`src/rtl/lvfmt_pkg.sv`:
```
package lvfmt_pkg;
  localparam int COLOR_W = 8;
  localparam int LANE_W  = 7;
  localparam int LANES   = 4;
  localparam int BASE_W  = (3 * LANE_W - 3) / 3;
  localparam int EXTRA_W = COLOR_W - BASE_W;
  localparam int SYM_W   = LANES * LANE_W;
  localparam int RGB_W   = 3 * COLOR_W;

  typedef struct packed {
    logic [RGB_W-1:0] rgb;
    logic             hs;
    logic             vs;
    logic             de;
  } pix_t;

  typedef struct packed {
    logic dual;
    logic out24;
    logic lsb_a;
    logic lsb_b;
  } cfg_t;
endpackage

```
`src/rtl/lvfmt_lane_map.sv`:
```
module lvfmt_lane_map
  import lvfmt_pkg::*;
(
  input  pix_t             pix,
  input  logic             out24,
  input  logic             lsb,
  output logic [SYM_W-1:0] sym
);
  localparam int PAD_W = LANE_W - 3 * EXTRA_W;

  logic [2:0][BASE_W-1:0]  base;
  logic [2:0][EXTRA_W-1:0] extra;

  // component 0 = red (top of rgb), 1 = green, 2 = blue
  for (genvar c = 0; c < 3; c++) begin : g_col
    logic [COLOR_W-1:0] col;
    assign col      = pix.de ? pix.rgb[(2-c)*COLOR_W +: COLOR_W] : '0;
    assign base[c]  = (!out24 || lsb) ? col[COLOR_W-1 -: BASE_W] : col[BASE_W-1:0];
    assign extra[c] = lsb ? col[EXTRA_W-1:0] : col[COLOR_W-1 -: EXTRA_W];
  end

  logic [3*LANE_W-1:0] word;
  logic [LANE_W-1:0]   lane_hi;

  assign word    = {pix.de, pix.vs, pix.hs, base[2], base[1], base[0]};
  assign lane_hi = out24 ? {{PAD_W{1'b0}}, extra[2], extra[1], extra[0]} : '0;
  assign sym     = {lane_hi, word};
endmodule

```
`src/rtl/lvfmt_cfg_gate.sv`:
```
module lvfmt_cfg_gate
  import lvfmt_pkg::*;
(
  input  logic clk,
  input  logic rst_n,
  input  logic take,
  input  logic vs,
  input  cfg_t cfg_in,
  output cfg_t cfg_eff,
  output cfg_t cfg_cur
);
  logic vs_prev;
  logic frame_start;

  assign frame_start = take && vs && !vs_prev;
  assign cfg_eff     = frame_start ? cfg_in : cfg_cur;

  always_ff @(posedge clk or negedge rst_n) begin
    if (!rst_n) begin
      vs_prev <= 1'b0;
      cfg_cur <= '0;
    end else begin
      if (take) vs_prev <= vs;
      if (frame_start) cfg_cur <= cfg_in;
    end
  end
endmodule

```
`src/rtl/lvfmt_pair.sv`:
```
module lvfmt_pair
  import lvfmt_pkg::*;
(
  input  logic clk,
  input  logic rst_n,
  input  logic in_valid,
  input  pix_t in_pix,
  input  logic space,
  input  logic dual,
  output logic in_ready,
  output logic emit,
  output pix_t pix_a,
  output pix_t pix_b,
  output logic b_off
);
  logic pend;
  pix_t hold;
  logic wait_flush;
  logic fire;
  logic flush;

  assign wait_flush = pend && !in_pix.de;
  assign in_ready   = space && !wait_flush;
  assign fire       = in_valid && in_ready;
  assign flush      = in_valid && wait_flush && space;

  always_comb begin
    emit  = 1'b0;
    pix_a = in_pix;
    pix_b = in_pix;
    b_off = !dual;
    if (flush) begin
      emit     = 1'b1;
      pix_a    = hold;
      pix_b    = '0;
      pix_b.hs = hold.hs;
      pix_b.vs = hold.vs;
      pix_b.de = hold.de;
      b_off    = 1'b0;
    end else if (fire) begin
      if (!dual || !in_pix.de) begin
        emit = 1'b1;
      end else if (pend) begin
        emit  = 1'b1;
        pix_a = hold;
      end
    end
  end

  always_ff @(posedge clk or negedge rst_n) begin
    if (!rst_n) begin
      pend <= 1'b0;
      hold <= '0;
    end else if (flush) begin
      pend <= 1'b0;
    end else if (fire && dual && in_pix.de) begin
      pend <= !pend;
      if (!pend) hold <= in_pix;
    end
  end
endmodule

```
`src/rtl/lvfmt_top.sv`:
```
module lvfmt_top
  import lvfmt_pkg::*;
(
  input  logic               clk,
  input  logic               rst_n,
  input  logic               cfg_dual,
  input  logic               cfg_out24,
  input  logic               cfg_lsb_a,
  input  logic               cfg_lsb_b,
  input  logic               in_valid,
  output logic               in_ready,
  input  logic [RGB_W-1:0]   in_rgb,
  input  logic               in_hs,
  input  logic               in_vs,
  input  logic               in_de,
  output logic               out_valid,
  input  logic               out_ready,
  output logic [SYM_W-1:0]   cha_sym,
  output logic [SYM_W-1:0]   chb_sym,
  output logic [2*LANES-1:0] lane_en
);
  localparam logic [LANES-1:0] MASK_18 = {1'b0, {(LANES-1){1'b1}}};
  localparam logic [LANES-1:0] MASK_24 = {LANES{1'b1}};

  cfg_t cfg_pins, cfg_eff, cfg_cur;
  pix_t in_pix, pix_a, pix_b;
  logic space, fire, emit, b_off;
  logic [1:0][SYM_W-1:0] sym_nx;
  logic [LANES-1:0] chan_mask;

  assign cfg_pins = '{dual: cfg_dual, out24: cfg_out24, lsb_a: cfg_lsb_a, lsb_b: cfg_lsb_b};
  assign in_pix   = '{rgb: in_rgb, hs: in_hs, vs: in_vs, de: in_de};
  assign space    = !out_valid || out_ready;
  assign fire     = in_valid && in_ready;

  lvfmt_cfg_gate u_cfg (
    .clk(clk), .rst_n(rst_n), .take(fire), .vs(in_vs),
    .cfg_in(cfg_pins), .cfg_eff(cfg_eff), .cfg_cur(cfg_cur)
  );

  lvfmt_pair u_pair (
    .clk(clk), .rst_n(rst_n), .in_valid(in_valid), .in_pix(in_pix),
    .space(space), .dual(cfg_eff.dual), .in_ready(in_ready),
    .emit(emit), .pix_a(pix_a), .pix_b(pix_b), .b_off(b_off)
  );

  for (genvar ch = 0; ch < 2; ch++) begin : g_ch
    pix_t             p;
    logic             lsb;
    logic [SYM_W-1:0] raw;
    assign p   = (ch == 0) ? pix_a : pix_b;
    assign lsb = (ch == 0) ? cfg_eff.lsb_a : cfg_eff.lsb_b;
    lvfmt_lane_map u_map (.pix(p), .out24(cfg_eff.out24), .lsb(lsb), .sym(raw));
    if (ch == 0) begin : g_a
      assign sym_nx[ch] = raw;
    end else begin : g_b
      assign sym_nx[ch] = b_off ? '0 : raw;
    end
  end

  always_ff @(posedge clk or negedge rst_n) begin
    if (!rst_n) begin
      out_valid <= 1'b0;
      cha_sym   <= '0;
      chb_sym   <= '0;
    end else if (space) begin
      out_valid <= emit;
      if (emit) begin
        cha_sym <= sym_nx[0];
        chb_sym <= sym_nx[1];
      end
    end
  end

  assign chan_mask = cfg_cur.out24 ? MASK_24 : MASK_18;
  assign lane_en   = {cfg_cur.dual ? chan_mask : {LANES{1'b0}}, chan_mask};
endmodule

```
`config.mk`:
```
export PLATFORM = sky130hd
export DESIGN_NAME = lvfmt_top
export DESIGN_NICKNAME = d
export VERILOG_FILES = /design/src/rtl/lvfmt_pkg.sv /design/src/rtl/lvfmt_lane_map.sv /design/src/rtl/lvfmt_cfg_gate.sv /design/src/rtl/lvfmt_pair.sv /design/src/rtl/lvfmt_top.sv
export SDC_FILE = /design/constraint.sdc
export NUM_CORES = 1
export LEC_CHECK = 0
export ABC_AREA = 1
export BUFFER_PORTS_ARGS = -buffer_cell sky130_fd_sc_hd__buf_4
export CAP_MARGIN = 40
export CORE_UTILIZATION = 58
export CTS_CLUSTER_DIAMETER = 120
export DETAILED_ROUTE_END_ITERATION = 6
export HOLD_SLACK_MARGIN = 0.12
export PLACE_DENSITY = 0.93
export SLEW_MARGIN = 25
export SYNTH_ARGS = -nofsm -noshare
export SYNTH_HDL_FRONTEND = slang
export SYNTH_HIERARCHICAL = 1
export SYNTH_SLANG_ARGS = --single-unit
```
`constraint.sdc`:
```
create_clock -name clk -period 2.9 [get_ports clk]
set_clock_uncertainty 0.15 [all_clocks]
set_input_delay 0.435 -clock clk [delete_from_list [all_inputs] [get_ports clk]]
set_output_delay 0.435 -clock clk [all_outputs]
set_load 0.03 [all_outputs]
```
==> results of run 1 <==
## cells by family after synthesis
| family | Yosys count | synth area share (%) |
|---|---|---|
| AOI/OAI and AO/OA | 31 | 2.49 |
| buffers and inverters | 208 | 16.4 |
| DFF | 90 | 35.8 |
| other | 3 | 0.179 |
| and+or+nand+nor | 692 | 45.1 |
## routing by layer
layer | routed length (um) | share of wire, %
met2 | 7220 | 43
met3 | 1750 | 10
met4 | 802 | 4.8
met5 | 0 | 0
met1 | 6950 | 42
## state kept, by name, summed over array words and instances, names as in the netlist
name	flops
u_pair/pend	1
chb_sym	28
u_cfg/cfg_cur	4
cha_sym	28
u_cfg/vs_prev	1
u_pair/hold	27
out_valid	1
## worst max-delay path by stage
stage                           from                       to  slack (ns)  cells past startpoint
6_report       out_valid$_DFFE_PN0P_  cha_sym[22]$_DFFE_PN0P_        0.28                     20
5_1_grt        out_valid$_DFFE_PN0P_  chb_sym[17]$_DFFE_PN0P_        0.02                     15
4_1_cts        out_valid$_DFFE_PN0P_  cha_sym[12]$_DFFE_PN0P_        0.19                     20
3_5_place_dp               out_ready   chb_sym[3]$_DFFE_PN0P_        0.05                     17
3_3_place_gp               out_ready   chb_sym[5]$_DFFE_PN0P_        0.11                     17
2_1_floorplan  out_valid$_DFFE_PN0P_  cha_sym[21]$_DFFE_PN0P_        0.03                     21
## power groups by stage
| stage | combinational [uW] | clock [uW] | sequential, uW |
|---|---|---|---|
| global placement | 3570 | 0 | 2110 |
| CTS | 3660 | 904 | 2110 |
| global route | 4060 | 954 | 2180 |
| floorplan | 2030 | 0 | 2740 |
| detailed placement | 3640 | 0 | 2130 |
| finish | 3710 | 896 | 2120 |
## cell type report
type	count	area (um2)
fill	905	3260
multi-input combinational	729	3040
sequential	90	2250
timing repair buffer	119	957
inverter	143	537
tap	136	170
clock buffer	10	138
clock inverter	6	63.8
## placed cells by master (no fill, tap or decap), drive strengths merged
| master | netlist | final |
|---|---|---|
| a21oi | 1 | 1 |
| nor2 | 61 | 62 |
| clkbuf | 4 | 10 |
| clkinvlp | 0 | 2 |
| bufinv | 0 | 1 |
| o21ai | 29 | 29 |
| dfrtp | 90 | 90 |
| dlygate4sd3 | 0 | 1 |
| inv | 142 | 143 |
| nand2 | 544 | 544 |
| buf | 61 | 118 |
| nand3 | 83 | 83 |
| a31oi | 1 | 1 |
| conb | 3 | 5 |
| clkinv | 1 | 3 |
| nand4 | 4 | 4 |
## synth_stat cells (2+ instances only)
library cell	n	area (um2)
inv_2	5	18.8
inv_1	137	514
nand2_2	18	113
clkbuf_1	4	15.0
nor2_8	2	40.0
nor2_1	55	206
nor2_4	3	33.8
nand2_1	524	1970
buf_2	23	115
nand2_4	2	22.5
nand4_1	4	25.0
buf_4	17	128
nand3_1	82	410
buf_6	19	214
o21ai_0	29	145
dfrtp_1	90	2250
conb_1	3	11.3
## stage by stage
step	worst slack [ns]	hold WS, ns	utilization, %
3_3_place_gp	0.114	0.305	66.5
2_1_floorplan	0.0303	-0.0106	-
5_1_grt	0.0199	0.251	68.7
3_5_place_dp	0.0494	0.310	66.5
6_report	0.277	0.256	68.7
4_1_cts	0.185	0.239	68.5
## worst min-delay path: stages
cell	delay (ns)
buf_4	0.09
nand2_1	0.05
nand2_1	0.05
nand2_1	0.06
nand2_1	0.06
## timing repair
| action | CTS | global route |
|---|---|---|
| endpoints found under the hold margin | 42 | 0 |
| setup endpoints to repair | 0 | 42 |
| hold buffers | 1 | 0 |
| resized for setup | 0 | 4 |
==> impl_metrics.tcl, run 1 <==
set metrics [dict create \
    status "complete, no violations" \
    p_switching_uw 3340 \
    gr-usage-met2_pct 46.1 \
    crit_chain "nand2_2, nand2_1, inv_1, nand2_1, inv_1, nand3_2, nand2_1, nand2_1, nand2_4, nor2_8, buf_12, nor2_4, nand2_1, nand2_1, nand2_1, inv_1, nand2_1, nand2_1, nand3_1, nand2_1" \
    reg2reg_depth 20 \
    min_period_ns 2.62 \
    period_share_pct 90.5 \
    r2r_start "out_valid$_DFFE_PN0P_" \
    min_path_type "in -> reg" \
    nets 1127 \
    grt-ovfl-total 0 \
    io-pin-count 101 \
    switching_share_pct 49.8 \
    cts_root_buffer "clkbuf_8" \
    vias 6329 \
    cp_max_fo 20 \
    cts_made_buffers 9 \
    firstDrtPassIters 5 \
    reg2reg_to "cha_sym[22]$_DFFE_PN0P_" \
    yosysWarnings 6 \
    rows 37 \
    final_cells 1233 \
    hold_viol_final 0 \
    n_antenna_cell 0 \
    fin_setup_tns_ns 0 \
    crit_top_cell "nand2_1" \
    synth_ff_type "dfrtp_1" \
    clkLatencyLatePin_ns 0.36 \
    via_per_inst 5.13 \
    slowest_stage "dfrtp_1" \
    worstHoldStart "in_rgb[0]" \
    path_class "reg -> reg" \
    gp_congestion 0.991 \
    design_area_um2 7160 \
    slowest_delay_ns 0.39 \
    synth_cell_type_count 24 \
    critPathTopFamily "simple AND/OR/NAND/NOR gates" \
    synth.avg_cell_area_um2 6.14 \
    worstSetupStartpointType "register" \
    combPwrFrac_pct 55.2 \
    r2r_slack_ns 0.28 \
    die_area_um2 11300 \
    drc 0 \
    core_area_um2 10400 \
    slew_violations 0 \
    gr-usage-met3_pct 6.25 \
    cts.sinks 90 \
    placed_area_um2 6920 \
    min_to "u_pair/hold[3]$_DFFE_PN0P_" \
    wl_per_cell_um 13.6 \
    top_usage_layer "met2" \
    htree_levels 3 \
    rsz0062_at_grt "false" \
    die_h_um 106 \
    use_met1_pct 41.9 \
    async_flop_share_pct 100 \
    p_int_uw 3380 \
    cts_tree "done" \
    layout-drive-gt1-share_pct 15.4 \
    grt_pass1_wl_mm 27.3 \
    relSlewSlack_pct 62.4 \
    synth_edf_count 0 \
    initial_core_util_pct 60.3 \
    setup_viol 0 \
    end_kind "register" \
    grt_pass1_vias 5663 \
    synthCells 1024 \
    die_w_um 106 \
    maxCapViolations 0 \
    fmax_mhz 381 \
    synth.yosys.seq_area_share_pct 35.8 \
    ctsLongestPathBuffers 2 \
    cts_setup_buffers 0 \
    timing_worst_slew_pin_value_ns 0.563 \
    grt.total_usage_pct 30.9 \
    grt_max_degree 60 \
    seqPwrFrac_pct 31.5 \
    ant_nets 0 \
    pwr-share-clk_pct 13.3 \
    port-buffer-count 97 \
    hold_depth 5 \
    powerDensity_nw_per_um2 939 \
    syn2layout_area_growth_pct 13.9 \
    crit_required_ns 3.06 \
    wl_mm 16.7 \
    worst-path-buf-inv 4 \
    antenna_found_initial 0 \
    dp.cells 1215 \
    total_power_uw 6720 \
    peakVddDrop_mv 0.544 \
    syn_area_um2 6290 \
    crit_arrival_ns 2.78 \
    power.static_leakage_uw 0.00462 \
    drt_iter0_markers 697 \
    clk_pin_slew_ns 0.09 \
    ys_seq_elements 90 \
    post-dp-hpwl_mm 11.7 \
]
Note: power is estimated with default switching activity, not from simulation.
==> inputs of run 2 (changes only) <==
CTS_BUF_LIST = sky130_fd_sc_hd__clkbuf_16   (was not set)
==> run 2 against run 1 <==
Via count is 0.84% higher. Final area is 1.3% higher. Combinational power hardly changed. Total power is 4.2% higher. Largest power group unchanged. Wire length is 1.5% higher. Global-route usage is 0.82 points higher. Die area stayed put. Highest routed layer unchanged.
==> impl_metrics.tcl, run 2 (synthesis results as in run 1) <==
set metrics [dict create \
    peakVddDrop_mv 0.550 \
    port-buffer-count 97 \
    via_per_inst 5.18 \
    min_period_ns 2.67 \
    grt_pass1_vias 5663 \
    status "complete, no violations" \
    fin_setup_tns_ns 0 \
    nets 1127 \
    die_h_um 106 \
    rows 37 \
    setup_viol 0 \
    maxCapViolations 0 \
    cts.sinks 90 \
    n_antenna_cell 0 \
    crit_chain "nand2_2, nand2_1, inv_1, nand2_1, inv_1, nand3_2, nand2_1, nand2_1, buf_4, inv_1, nor2_1, nand2_1, nor2_1, a21oi_2, buf_6, nand2_1, inv_1, nand2_1, nand2_1, nand3_1, nand2_1" \
    powerDensity_nw_per_um2 967 \
    slew_violations 0 \
    die_area_um2 11300 \
    end_kind "register" \
    grt_pass1_wl_mm 27.8 \
    cts_setup_buffers 0 \
    antenna_found_initial 0 \
    grt.total_usage_pct 31.7 \
    multi_input_area_um2 3040 \
    core_area_um2 10400 \
    firstDrtPassIters 6 \
    drt_iter0_markers 745 \
    clk_pin_slew_ns 0.06 \
    power.static_leakage_uw 0.00467 \
    cts_tree "done" \
    slowest_stage "dfrtp_1" \
    post-place-ws_ns 0.0494 \
    min_path_type "in -> reg" \
    cts_made_buffers 9 \
    ctsLongestPathBuffers 2 \
    post-dp-hpwl_mm 11.7 \
    drc 0 \
    syn2layout_area_growth_pct 15.3 \
    num-fill-cells 869 \
    timing.hold.ws_ns 0.262 \
    final_cell_mix "524 x nand2_1, 137 x inv_1, 112 x buf_4" \
    die_w_um 106 \
    vias 6382 \
    timing_worst_slew_pin_value_ns 0.563 \
    cp_max_fo 25 \
    wl_mm 17.0 \
    regArea_um2 2250 \
    slowest_delay_ns 0.38 \
    initial_core_util_pct 60.3 \
    io-pin-count 101 \
    reg_top3 "cha_sym (28), chb_sym (28), u_pair/hold (27)" \
    path_class "reg -> reg" \
    timing.final.ws_setup_ns 0.228 \
    grt_max_degree 60 \
    ant_nets 0 \
    worstSetupStartpointType "register" \
    relSlewSlack_pct 62.5 \
    cts_root_buffer "clkbuf_16" \
    gp_congestion 0.991 \
    crit_required_ns 3.03 \
    hold_viol_final 0 \
    wl_per_cell_um 13.8 \
    layout-drive-gt1-share_pct 15.3 \
    fmax_mhz 374 \
    clkLatencyLatePin_ns 0.34 \
    grt-ovfl-total 0 \
    rsz0062_at_grt "false" \
    mostFrequentLayoutCell "nand2_1" \
    crit_arrival_ns 2.80 \
    crit_top_cell "nand2_1" \
    period_share_pct 92.1 \
    htree_levels 3 \
]
==> run 2: cell count changes in the layout (fill, tap and decap cells not counted), sizes merged <==
| cell | change |
|---|---|
| clkbuf | -1 |
| clkinv | +1 |
==> run 2: cell type report <==
type / instances / area share (%)
multi-input combinational: 729 / 41.9
tap: 136 / 2.35
timing repair buffer: 119 / 13.2
clock inverter: 7 / 0.932
sequential: 90 / 31.1
clock buffer: 9 / 3.11
inverter: 143 / 7.41
==> run 2: through the flow <==
step / instances / utilization, % / power (uW) / cell area [um2]
finish: 1233 / 69.6 / 7010 / 7250
global placement: 1215 / 66.5 / 5680 / 6920
CTS: 1232 / 69.4 / 6960 / 7230
floorplan: 1026 / - / 4780 / 6300
detailed placement: 1215 / 66.5 / 5770 / 6920
global route: 1233 / 69.6 / 7490 / 7250
==> run 2: path summary, 6_finish.rpt <==
kind	depth (start not counted)	endpoint	slack, ns	from
hold / removal	3	u_cfg/vs_prev$_DFFE_PN0P_	0.26	in_vs
setup reg to reg	21	cha_sym[5]$_DFFE_PN0P_	0.23	out_valid$_DFFE_PN0P_
hold reg to reg	2	cha_sym[20]$_DFFE_PN0P_	0.32	cha_sym[20]$_DFFE_PN0P_
max in group asynchronous	3	u_cfg/cfg_cur[0]$_DFF_PN0_	1.46	rst_n
min in group asynchronous	2	u_pair/hold[12]$_DFFE_PN0P_	0.47	rst_n
setup / recovery	21	cha_sym[5]$_DFFE_PN0P_	0.23	out_valid$_DFFE_PN0P_
==> run 2: layer usage <==
layer / track usage, % / wire (um) / up-vias / part of all wire [%]
li1: - / - / 3138 / -
met1: 42.1 / 6910 / 2808 / 41
met2: 47.1 / 7430 / 371 / 44
met3: 7.85 / 1800 / 65 / 11
met4: 18.2 / 840 / 0 / 4.9
met5: 0 / 0 / - / 0
==> run 2: power breakdown <==
group | total [uW] | leakage [uW] | internal [uW] | switching [uW]
Sequential | 2120 | 0.00117 | 1790 | 338
Combinational | 3720 | 0.00335 | 1170 | 2540
Clock | 1170 | 0.000139 | 665 | 501
==> run 2: what timing repair did <==
item                                    4_1_cts  5_1_grt
gates resized for setup                       0        4
endpoints found under the setup margin        0       48
endpoints found under the hold margin        42        0
hold buffers                                  1        0
==> run 2: worst max-delay path: cells and delay by family, from the launching register on <==
kind | cells | cell delay (ns)
DFF | 1 | 0.38
AOI/OAI and AO/OA | 1 | 0.13
buffers and inverters | 6 | 0.79
and+or+nand+nor | 14 | 1.15
==> inputs of run 3 (changes only) <==
CORE_UTILIZATION = 52   (was 58)
PLACE_DENSITY = 0.88   (was 0.93)
clock period = 2.4 ns   (was 2.9 ns; I/O delays follow)
==> run 3 against run 2 <==
Maximum frequency up 6.8%. Combinational power up 38%. Core utilization down 1.6 points. Non-clock buffer count up 25. The run now ends with DRC, setup timing left. Worst setup slack worse by 0.33 ns. Sequential power up 22%. Final cell count up 2.5%. Clock power up 18%. Largest cell class unchanged. Largest power group unchanged.
==> impl_metrics.tcl, run 3 (synthesis results as in run 1) <==
set metrics [dict create \
    r2r_start "out_valid$_DFFE_PN0P_" \
    p_switching_uw 4380 \
    min_to "u_cfg/vs_prev$_DFFE_PN0P_" \
    peakVddDrop_mv 0.844 \
    worstSetupStartpointType "register" \
    die_h_um 112 \
    grt_pass1_wl_mm 28.4 \
    crit_chain "nand2_4, nand2_4, clkinv_4, nand2_2, inv_2, nand4_1, nand2_4, nand2_4, nor2_8, clkbuf_16, nand2_2, nand2_1, inv_1, nand2_2, nand2_1, inv_1, nand2_1, nand2_1, nand3_1, nand2_1" \
    cts_root_buffer "clkbuf_16" \
    switching_share_pct 48.2 \
    final_cells 1264 \
    gp_congestion 0.979 \
    reg_top3 "cha_sym (28), chb_sym (28), u_pair/hold (27)" \
    rsz0062_at_grt "true" \
    min_path_type "in -> reg" \
    vias 6700 \
    firstDrtPassIters 7 \
    min_period_ns 2.50 \
    layout-drive-gt1-share_pct 25.7 \
    maxCapViolations 0 \
    final_cell_mix "458 x nand2_1, 123 x buf_4, 113 x inv_1" \
    cts_tree "done" \
    relSlewSlack_pct 61.9 \
    post-dp-hpwl_mm 12.4 \
    path_class "reg -> reg" \
    crit_arrival_ns 2.64 \
    initial_core_util_pct 54.1 \
    wl_per_cell_um 14.8 \
    r2r_slack_ns -0.10 \
    setup_viol 15 \
    hold_depth 3 \
    hold_viol_final 0 \
    grt_pass1_vias 5728 \
    powerDensity_nw_per_um2 1150 \
    seqPwrFrac_pct 28.4 \
    grt-ovfl-total 0 \
    mostFrequentLayoutCell "nand2_1" \
    fmax_mhz 400 \
    slowest_delay_ns 0.42 \
    failed_checks "DRC, setup timing" \
    nets 1151 \
    die_area_um2 12500 \
    grt.total_usage_pct 28.8 \
    dp.cells 1233 \
    power.static_leakage_uw 0.00494 \
    core_area_um2 11600 \
    cts.sinks 90 \
    n_antenna_cell 0 \
    pwr-share-clk_pct 15.2 \
    clk_pin_slew_ns 0.06 \
    cp_max_fo 7 \
    syn2layout_area_growth_pct 25.6 \
    slew_violations 0 \
    combPwrFrac_pct 56.4 \
    slowest_stage "dfrtp_2" \
    crit_top_cell "nand2_1" \
    reg2reg_to "cha_sym[0]$_DFFE_PN0P_" \
    grt_max_degree 59 \
    ctsLongestPathBuffers 2 \
    via_per_inst 5.30 \
    reg2reg_depth 20 \
    p_int_uw 4700 \
    worstHoldStart "in_vs" \
    htree_levels 3 \
    antenna_found_initial 0 \
    io-pin-count 101 \
    clkLatencyLatePin_ns 0.36 \
    drc 8 \
    rows 39 \
    drt_iter0_markers 860 \
    period_share_pct 104 \
    ant_nets 0 \
    wl_mm 18.7 \
    status "complete, but fails checks" \
    fin_util_pct 68.0 \
    total_power_uw 9070 \
    timing_worst_slew_pin_value_ns 0.571 \
    timing.final.ws_setup_ns -0.102 \
    crit_required_ns 2.54 \
    post-place-ws_ns -0.0505 \
    end_kind "register" \
    cts_made_buffers 9 \
    port-buffer-count 97 \
    die_w_um 112 \
]
-- run 3: worst max path at each step --
stage / slack (ns) / from / cells after the start / end
after CTS: 0.04 / out_valid$_DFFE_PN0P_ / 21 / cha_sym[17]$_DFFE_PN0P_
after global placement: 0.03 / in_de / 23 / cha_sym[17]$_DFFE_PN0P_
after detailed placement: -0.05 / in_de / 23 / cha_sym[22]$_DFFE_PN0P_
after floorplan: -0.04 / out_valid$_DFFE_PN0P_ / 21 / cha_sym[21]$_DFFE_PN0P_
after global routing: -0.19 / out_valid$_DFFE_PN0P_ / 20 / cha_sym[0]$_DFFE_PN0P_
final: -0.10 / out_valid$_DFFE_PN0P_ / 20 / cha_sym[0]$_DFFE_PN0P_
-- run 3: routing by layer --
metal | wire length, um | share of wire, % | track usage [%]
met5 | 0 | 0 | 0
met4 | 842 | 4.5 | 15.7
met3 | 1980 | 11 | 5.12
met2 | 8320 | 44 | 42.1
met1 | 7580 | 40 | 40.6
-- run 3: power groups by stage --
stage	logic [uW]	clock network, uW	registers, uW
floorplan	2510	0	3320
global placement	4610	0	2570
detailed placement	4700	0	2590
CTS	4720	1400	2570
global route	5520	1470	2650
finish	5120	1380	2580
-- run 3: metrics by stage --
step	setup TNS [ns]	hold slack, ns	area (um2)
floorplan	-0.494	-0.0856	6360
global placement	0	0.191	7180
detailed placement	-0.461	0.208	7180
CTS	0	0.152	7470
global route	-3.50	0.199	7890
finish	-0.501	0.168	7890
-- run 3: area by class of cell --
type | instances | area [um2]
Clock buffer | 9 | 225
Clock inverter | 7 | 55.1
Fill cell | 944 | 3720
Inverter | 143 | 544
Multi-Input combinational cell | 728 | 3310
Sequential cell | 90 | 2250
Tap cell | 143 | 179
Timing Repair Buffer | 144 | 1330
-- run 3: critical path: cells and delay by family (launching register included) --
kind                   cells  cell delay, ns
AND/OR/NAND/NOR           15            1.37
buffers and inverters      5            0.49
flip-flops                 1            0.42
-- run 3: timing repair --
item / 4_1_cts / 5_1_grt
resized for setup: 0 / 106
buffers inserted: 0 / 9
endpoints found under the setup margin: 0 / 48
hold buffers: 1 / 0
endpoints found under the hold margin: 33 / 0
